`src/rtl/phyhs_pkg.sv`:
```
package phyhs_pkg;
  localparam int FIELD_W  = 16;
  localparam int CAPA_BIT = 16;
  localparam int CAPD_BIT = 17;
  localparam int WR_BIT   = 18;
  localparam int RD_BIT   = 19;
  localparam int CTRL_W   = 20;
  localparam int ACK_BIT  = 16;
  localparam int STAT_W   = 17;

  typedef enum logic [3:0] {
    ST_IDLE,
    ST_ADR_SET,
    ST_ADR_CAP,
    ST_ADR_REL,
    ST_DAT_SET,
    ST_DAT_CAP,
    ST_DAT_REL,
    ST_WR_ON,
    ST_WR_REL,
    ST_RD_ON,
    ST_RD_REL
  } seq_state_e;
endpackage

```
`src/rtl/phyhs_prescaler.sv`:
```
module phyhs_prescaler #(
  parameter int DIV = 100
) (
  input  logic clk,
  input  logic rst_n,
  input  logic restart,
  input  logic run,
  output logic tick
);
  localparam int CNT_W = (DIV > 1) ? $clog2(DIV) : 1;

  generate
    if (DIV > 1) begin : g_div
      logic [CNT_W-1:0] cnt_q, cnt_d;

      always_comb begin
        cnt_d = cnt_q;
        if (restart)
          cnt_d = '0;
        else if (run)
          cnt_d = (cnt_q == CNT_W'(DIV-1)) ? '0 : cnt_q + 1'b1;
      end

      always_ff @(posedge clk or negedge rst_n) begin
        if (!rst_n) cnt_q <= '0;
        else        cnt_q <= cnt_d;
      end

      assign tick = run && (cnt_q == '0);

      // the interval counter stays inside its divide range
      a_r5_cnt_range: assert property (@(posedge clk) disable iff (!rst_n)
        cnt_q <= CNT_W'(DIV-1));
    end else begin : g_pass
      assign tick = run;
    end
  endgenerate
endmodule

```
`src/rtl/phyhs_ack_poller.sv`:
```
module phyhs_ack_poller #(
  parameter int MAX_POLLS = 10
) (
  input  logic clk,
  input  logic rst_n,
  input  logic restart,
  input  logic tick,
  input  logic ack,
  input  logic expect_hi,
  output logic hit,
  output logic expired
);
  localparam int PW = $clog2(MAX_POLLS + 1);

  logic [PW-1:0] poll_q, poll_d;
  logic          match, last;

  assign match   = (ack == expect_hi);
  assign last    = (poll_q == PW'(MAX_POLLS-1));
  assign hit     = tick && match;
  assign expired = tick && !match && last;

  always_comb begin
    poll_d = poll_q;
    if (restart)
      poll_d = '0;
    else if (tick && !match && !last)
      poll_d = poll_q + 1'b1;
  end

  always_ff @(posedge clk or negedge rst_n) begin
    if (!rst_n) poll_q <= '0;
    else        poll_q <= poll_d;
  end

  // the miss counter never passes the last allowed poll
  a_r6_poll_bound: assert property (@(posedge clk) disable iff (!rst_n)
    poll_q <= PW'(MAX_POLLS-1));
endmodule

```
`src/rtl/phy_handshake_master.sv`:
```
module phy_handshake_master
  import phyhs_pkg::*;
#(
  parameter int PRESCALE  = 100,
  parameter int MAX_POLLS = 10
) (
  input  logic               clk,
  input  logic               rst_n,
  input  logic               req_start,
  input  logic               req_write,
  input  logic [FIELD_W-1:0] req_addr,
  input  logic [FIELD_W-1:0] req_wdata,
  output logic               req_done,
  output logic               req_err,
  output logic [FIELD_W-1:0] req_rdata,
  output logic [CTRL_W-1:0]  phy_ctrl,
  input  logic [STAT_W-1:0]  phy_stat
);
  logic [1:0] rst_sync_q;
  logic       rst_n_i;

  always_ff @(posedge clk or negedge rst_n) begin
    if (!rst_n) rst_sync_q <= 2'b00;
    else        rst_sync_q <= {rst_sync_q[0], 1'b1};
  end
  assign rst_n_i = rst_sync_q[1];

  seq_state_e         state_q, state_d;
  logic               write_q;
  logic [FIELD_W-1:0] addr_q, wdata_q, rdata_q;
  logic               done_q, err_q;
  logic               accept, waiting, expect_hi, restart;
  logic               tick, hit, expired;
  logic               rd_capture, done_d;

  assign accept = (state_q == ST_IDLE) && req_start;

  always_comb begin
    waiting   = 1'b1;
    expect_hi = 1'b0;
    unique case (state_q)
      ST_ADR_CAP, ST_DAT_CAP, ST_WR_ON, ST_RD_ON: expect_hi = 1'b1;
      ST_ADR_REL, ST_DAT_REL, ST_WR_REL, ST_RD_REL: expect_hi = 1'b0;
      default: waiting = 1'b0;
    endcase
  end

  phyhs_prescaler #(.DIV(PRESCALE)) u_presc (
    .clk(clk), .rst_n(rst_n_i), .restart(restart), .run(waiting), .tick(tick)
  );

  phyhs_ack_poller #(.MAX_POLLS(MAX_POLLS)) u_poll (
    .clk(clk), .rst_n(rst_n_i), .restart(restart), .tick(tick),
    .ack(phy_stat[ACK_BIT]), .expect_hi(expect_hi),
    .hit(hit), .expired(expired)
  );

  always_comb begin
    state_d = state_q;
    if (expired) begin
      state_d = ST_IDLE;
    end else begin
      unique case (state_q)
        ST_IDLE:    if (req_start) state_d = ST_ADR_SET;
        ST_ADR_SET: state_d = ST_ADR_CAP;
        ST_ADR_CAP: if (hit) state_d = ST_ADR_REL;
        ST_ADR_REL: if (hit) state_d = write_q ? ST_DAT_SET : ST_RD_ON;
        ST_DAT_SET: state_d = ST_DAT_CAP;
        ST_DAT_CAP: if (hit) state_d = ST_DAT_REL;
        ST_DAT_REL: if (hit) state_d = ST_WR_ON;
        ST_WR_ON:   if (hit) state_d = ST_WR_REL;
        ST_WR_REL:  if (hit) state_d = ST_IDLE;
        ST_RD_ON:   if (hit) state_d = ST_RD_REL;
        ST_RD_REL:  if (hit) state_d = ST_IDLE;
        default:    state_d = ST_IDLE;
      endcase
    end
  end

  assign restart    = (state_d != state_q);
  assign rd_capture = (state_q == ST_RD_ON) && hit;
  assign done_d     = hit && ((state_q == ST_WR_REL) || (state_q == ST_RD_REL));

  always_ff @(posedge clk or negedge rst_n_i) begin
    if (!rst_n_i) begin
      state_q <= ST_IDLE;
      done_q  <= 1'b0;
      err_q   <= 1'b0;
    end else begin
      state_q <= state_d;
      done_q  <= done_d;
      err_q   <= expired;
    end
  end

  always_ff @(posedge clk or negedge rst_n_i) begin
    if (!rst_n_i) begin
      write_q <= 1'b0;
      addr_q  <= '0;
      wdata_q <= '0;
    end else if (accept) begin
      write_q <= req_write;
      addr_q  <= req_addr;
      wdata_q <= req_wdata;
    end
  end

  always_ff @(posedge clk or negedge rst_n_i) begin
    if (!rst_n_i)        rdata_q <= '0;
    else if (rd_capture) rdata_q <= phy_stat[FIELD_W-1:0];
  end

  always_comb begin
    phy_ctrl = '0;
    unique case (state_q)
      ST_ADR_SET, ST_ADR_REL: phy_ctrl[FIELD_W-1:0] = addr_q;
      ST_ADR_CAP: begin
        phy_ctrl[FIELD_W-1:0] = addr_q;
        phy_ctrl[CAPA_BIT]    = 1'b1;
      end
      ST_DAT_SET, ST_DAT_REL, ST_WR_REL: phy_ctrl[FIELD_W-1:0] = wdata_q;
      ST_DAT_CAP: begin
        phy_ctrl[FIELD_W-1:0] = wdata_q;
        phy_ctrl[CAPD_BIT]    = 1'b1;
      end
      ST_WR_ON: phy_ctrl[WR_BIT] = 1'b1;
      ST_RD_ON: phy_ctrl[RD_BIT] = 1'b1;
      default:  phy_ctrl = '0;
    endcase
  end

  assign req_done  = done_q;
  assign req_err   = err_q;
  assign req_rdata = rdata_q;

  // strobes are mutually exclusive
  a_r1_one_strobe: assert property (@(posedge clk) disable iff (!rst_n_i)
    $onehot0(phy_ctrl[RD_BIT:CAPA_BIT]));

  // a strobe is only withdrawn after the acknowledge was seen high
  a_r5_drop_after_ack: assert property (@(posedge clk) disable iff (!rst_n_i)
    ($fell(|phy_ctrl[RD_BIT:CAPA_BIT]) && !req_err) |-> $past(phy_stat[ACK_BIT]));

  // an error leaves the PHY port quiet and never coincides with done
  a_r6_err_quiet: assert property (@(posedge clk) disable iff (!rst_n_i)
    req_err |-> (phy_ctrl == '0) && !req_done);

  // done is a single-cycle pulse
  a_r7_done_pulse: assert property (@(posedge clk) disable iff (!rst_n_i)
    req_done |=> !req_done);

  // read data changes only on a read capture
  a_r7_rdata_hold: assert property (@(posedge clk) disable iff (!rst_n_i)
    (state_q != ST_RD_ON) |=> $stable(req_rdata));

  // a start while busy does not restart the sequence
  a_r8_busy_ignore: assert property (@(posedge clk) disable iff (!rst_n_i)
    (req_start && (state_q != ST_IDLE) && (state_q != ST_WR_REL) && (state_q != ST_RD_REL))
      |=> (state_q != ST_ADR_SET));
endmodule

```
`config.mk`:
```
export PLATFORM = sky130hd
export DESIGN_NAME = phy_handshake_master
export DESIGN_NICKNAME = d
export VERILOG_FILES = /design/src/rtl/phyhs_pkg.sv /design/src/rtl/phyhs_prescaler.sv /design/src/rtl/phyhs_ack_poller.sv /design/src/rtl/phy_handshake_master.sv
export SDC_FILE = /design/constraint.sdc
export NUM_CORES = 1
export LEC_CHECK = 0
export BUFFER_PORTS_ARGS = -buffer_cell sky130_fd_sc_hd__buf_2
export CAP_MARGIN = 25
export CORE_MARGIN = 1.5
export CORE_UTILIZATION = 50
export DETAILED_ROUTE_END_ITERATION = 10
export PLACE_DENSITY = 0.84
export SYNTH_ARGS = -nofsm -noshare
export SYNTH_HDL_FRONTEND = slang
export SYNTH_SLANG_ARGS = --single-unit
export TNS_END_PERCENT = 30
```
`constraint.sdc`:
```
create_clock -name clk -period 6.2 [get_ports clk]
set_input_delay 1.24 -clock clk [delete_from_list [all_inputs] [get_ports clk]]
set_output_delay 1.24 -clock clk [all_outputs]
set_load 0.02 [all_outputs]
```
# ---- Word-level counts from Yosys, hierarchy flattened
# Index checks and enable logic that the tools add are counted.
dict set report op_classes {
  mux 23
  eq_ne 14
  n_reduce_logical 20
  addsub 2
}
# operator n
set ops {}
lappend ops {{$mux 4} 12}
lappend ops {{$pmux 4 s10} 1}
lappend ops {{$pmux 16 s2} 1}
lappend ops {{$mux 7} 3}
lappend ops {{$eq 4x3->1 const B} 4}
lappend ops {{$eq 4x4->1 const B} 4}
lappend ops {{$eq 4x2->1 const B} 2}
lappend ops {{$logic_and 1x1->1} 8}
lappend ops {{$reduce_or 4->1} 2}
lappend ops {{$reduce_or 8->1} 1}
lappend ops {{$add 7x1->7 const B} 1}
lappend ops {{$eq 7x7->1 const B} 1}
lappend ops {{$logic_not 7->1} 1}
lappend ops {{$mux 1} 6}
lappend ops {{$add 4x1->4 const B} 1}
lappend ops {{$eq 4x1->1 const B} 1}
lappend ops {{$logic_not 4->1} 1}
lappend ops {{$ne 4x4->1} 1}
lappend ops {{$reduce_bool 2->1} 2}
lappend ops {{$reduce_or 3->1} 1}
lappend ops {{$logic_not 1->1} 2}
lappend ops {{$reduce_or 2->1} 1}
lappend ops {{$eq 1x1->1} 1}
lappend ops {{$logic_or 1x1->1} 1}
dict set report word_totals {
  wordCells 69
  ff_bits 68
}

# ---- Depth between registers and ports, before layout
dict set report logic_depth {
  word_depth 10
  mapped_depth 11
  depth_no_buf 9
}

# ---- Hierarchy
# From an unflattened synthesis, not the netlist that was laid out.
dict set report unflattened {
  hier_cells 262
  area_unflattened_um2 3460.8
}
# mod instances cells_each area_per_inst_um2
set by_module_without_submodules {}
lappend by_module_without_submodules {phy_handshake_master 1 187 2751.4}
lappend by_module_without_submodules {phyhs_prescaler 1 45 422.9}
lappend by_module_without_submodules {phyhs_ack_poller 1 30 286.5}

# ---- Least setup slack after synthesis
# Ideal clock, no wire load.
dict set report synth_timing {
  path_kind {reg-to-output}
  start {reg state_q[2]}
  end {out phy_ctrl[10]}
  setup_slack_ns 3.043
  t_required_ns 4.960
  stages_incl_launch_ff 8
  n_path_buf 2
  t_arrival_ns 1.917
  cell_sequence {dfrtp_1 -> clkbuf_2 -> or2b_2 -> nor2_1 -> nor2_1 -> o22ai_1 -> clkbuf_1 -> a22o_1}
}
dict set report synth_via {
  elab_chain_cells 3
  word_cells_on_any_way 10
  classes_between {eq/ne (7); mux (1); reduce/logical (2)}
}
# item line
set synth_rtl {}
lappend synth_rtl {{start: declaration} phy_handshake_master.sv:28} ;# seq_state_e state_q, state_d;
lappend synth_rtl {{start signal: assignment} phy_handshake_master.sv:90} ;# state_q <= state_d;
lappend synth_rtl {{$eq 4x4->1, or another cell as far along} phy_handshake_master.sv:115} ;# unique case (state_q)
lappend synth_rtl {{$reduce_or 4->1 (no line) or $reduce_or 3->1 (tied branches)} n/a}
lappend synth_rtl {{$pmux 16 s2 *} phy_handshake_master.sv:115}
lappend synth_rtl {{end: declaration} phy_handshake_master.sv:16} ;# output logic [CTRL_W-1:0] phy_ctrl,
# Mark *: on every way between the ends. The rest lies on a longest branch, timed or not.

# ---- Final worst setup path
dict set report layout_timing {
  start {reg state_q[3]}
  end {out phy_ctrl[12]}
}
# Same word-level chain as after synthesis.

==> metrics <==
per-cell routed wire length 15.6 µm; Core ar. 6760 µm²; DR vias 2,588; post_cts resized 0; area occupied by registers 1700 µm²; r2r worst-path depth 7; Die H 86.2 µm; Antenna Nets Post-Route 0; die width 86.2 µm; actual slew at the worst max-slew pin 0.653 ns; Yosys cell types 63; Synth Net Count 343; synth warn 0; dominant synthesized flop cell dfrtp_1; final-report setup violation count 0; ys async rst share 100%; Power Density 478 nW/µm²; DRC 0; routed wire length 7200 µm; status complete, no violations; post-CTS setup buffer count 0; worst-path fanout max 17; Slowest cell on crit path dfrtp_1; dpl hpwl 5160 µm; Root Buffer clkbuf_8; Worst Setup End Kind primary output; CP most frequent cell nor2_1; pin count of the biggest net entering global routing 51; first-pass GRT wire length 11,600 µm; Hold WC Path Type flop to asynchronous set/reset pin; Max-Cap Viols 0; starting DRC count in detailed routing 143; initial antenna violation count 0; Synth Instances 286; slew margin rel. 56.5%; Longest Clk Path Bufs 2; placed insts 444; # diodes 0; CP delay by family, top flip-flops; Post-Synthesis Cell Area 3460 µm²; largest vdd supply drop 0.000239 V; worst skew pair latency 0.34 ns; commonest non-fill, non-tap cell in the layout buf_2; Fin Setup TNS 0 ns; die area 7430 µm²; Post-CTS Hold Buffers 0; WP buf/inv 2; Avg Cell Area, Syn 12.1 µm²; Final WS setup 2.54 ns; GRT overflow 0; Critical Path Max Stage Delay 0.65 ns; via density per instance 5.61; R2R Setup Slk 3.30 ns; H-tree depth 3; Slew Viols, Final 0; final hold slack 0.166 ns; Worst Skew 0.00777 ns; reg2reg end u_presc.g_div.cnt_q[0]$_DFFE_PN0P_; most frequent cells in the layout buf_2 (90), dfrtp_1 (67), mux2_2 (40); crit-path cells or2b_2, nor2_1, nor2_1, o22ai_1, buf_4, a22o_1, buf_2; Seq/Total Area, Yosys 49.1%; WS Path Type flop to primary output; vias in the first global route 2,490; I/O Buffers 90; crit share post-route 59.0%; RSZ-0062 raised after global routing no; flops & latches, synth 68; setup slack at placement 2.39 ns; layout cell share with drive strength beyond 1 47.0%; Hold Violations, Final 0; data arrival time of the worst path 2.42 ns; Leakage 1.97 nW; Startpoint Class flop; placer congestion estimate 0.932; total power 1.96 mW; fin cells 461; fin crit period 3.66 ns; Max Clock Freq 0.273 GHz; fill cell count 530; Final nets 433; number of flops mapped to enable cells by yosys 0; Row Count 30; CTS tree built; clk sinks 68; reg-to-reg startpoint state_q[1]$_DFF_PN0_; Overall Global Routing Usage 19.9%; initial core utilization 51.3%; Clock transition at path regs 0.08 ns; IO Pins 91; TritonCTS buffer count 9; 1st-pass router iterations 4; CP required 4.96 ns; area of the multi-input gates 1620 µm²; Area Growth Syn to Fin 18.6%
cell families after synthesis:
kind of cell / count (synthesis) / synth area share [%]
compound gates: 55 / 12.2
xor+xnor: 7 / 1.77
fa+ha+maj: 4 / 1.45
buf+inv: 22 / 4.08
flops: 68 / 49.1
mux: 50 / 17.3
other cells: 1 / 0.108
simple gates: 79 / 13.9
area by class of cell:
| class | count | area share (%) |
|---|---|---|
| Timing Repair Buffer | 95 | 11.9 |
| Multi-Input combinational cell | 196 | 39.4 |
| Tap cell | 80 | 2.44 |
| Sequential cell | 68 | 41.4 |
| Clock buffer | 9 | 3.01 |
| Clock inverter | 7 | 1.25 |
| Inverter | 6 | 0.548 |
where the power goes:
| group | internal, mW | leakage (nW) | switching [mW] | total [mW] |
|---|---|---|---|---|
| Clock | 0.146 | 0.0856 | 0.178 | 0.324 |
| Sequential | 0.585 | 0.866 | 0.133 | 0.718 |
| Combinational | 0.416 | 1.02 | 0.506 | 0.922 |
worst register-to-register path, delay by kind of cell, from the launching register on:
family             cells  cell delay [ns]
AOI/OAI and AO/OA      5             1.72
DFF                    1             0.62
and+or+nand+nor        2             0.40
worst max-delay path by stage:
stage	from	endpoint	slack [ns]	depth (start not counted)
2_1_floorplan	state_q[2]$_DFF_PN0_	phy_ctrl[10]	3.04	7
3_3_place_gp	state_q[3]$_DFF_PN0_	phy_ctrl[9]	2.57	6
3_5_place_dp	state_q[3]$_DFF_PN0_	phy_ctrl[8]	2.39	6
4_1_cts	state_q[3]$_DFF_PN0_	phy_ctrl[12]	2.01	6
5_1_grt	state_q[3]$_DFF_PN0_	phy_ctrl[6]	2.35	7
6_report	state_q[3]$_DFF_PN0_	phy_ctrl[12]	2.54	7
sequential cells by signal, indices dropped and copies added, names as in the netlist:
| register | count |
|---|---|
| addr_q | 16 |
| req_done | 1 |
| req_err | 1 |
| req_rdata | 16 |
| rst_sync_q | 2 |
| state_q | 4 |
| u_poll.poll_q | 4 |
| u_presc.g_div.cnt_q | 7 |
| wdata_q | 16 |
| write_q | 1 |
Yosys cell counts (all sizes together), types with 2 or more instances:
library cell / count / area, µm²
xor2: 6 / 52.6
o21a: 2 / 15.0
a211oi: 2 / 15.0
nor3b: 2 / 26.3
o311a: 2 / 20.0
dfrtp: 68 / 1700
clkbuf: 10 / 68.8
o31ai: 2 / 15.0
a21oi: 9 / 48.8
o211ai: 3 / 27.5
or3: 2 / 12.5
nand4: 3 / 18.8
a311oi: 2 / 17.5
nand4b: 2 / 32.5
nand2: 9 / 36.3
a22o: 16 / 140
a31oi: 3 / 18.8
buf: 6 / 50.0
nand3: 7 / 35.0
nor4: 2 / 27.5
and3: 2 / 13.8
nand2b: 2 / 12.5
o21ai: 6 / 33.8
nor2: 22 / 82.6
o221ai: 2 / 23.8
nor2b: 2 / 12.5
o22ai: 2 / 12.5
and2: 6 / 41.3
ha: 4 / 50.1
nor3: 10 / 61.3
mux2: 50 / 601
inv: 6 / 22.5
routing by layer:
metal / GRT usage (%) / vias up / part of all wire, %
met2: 33.1 / 90 / 50
li1: - / 1227 / -
met5: 0 / - / 0
met1: 25.7 / 1258 / 43
met4: 5.57 / 0 / 1.6
met3: 5.81 / 13 / 5.8
per-stage QoR:
step | utilization, % | cell area (µm²)
after floorplan | - | 3460
after global placement | 58.1 | 3930
after detailed placement | 58.1 | 3930
after CTS | 60.7 | 4100
after global routing | 60.8 | 4110
final | 60.8 | 4110
No activity file was read; power rests on OpenSTA's default activity.
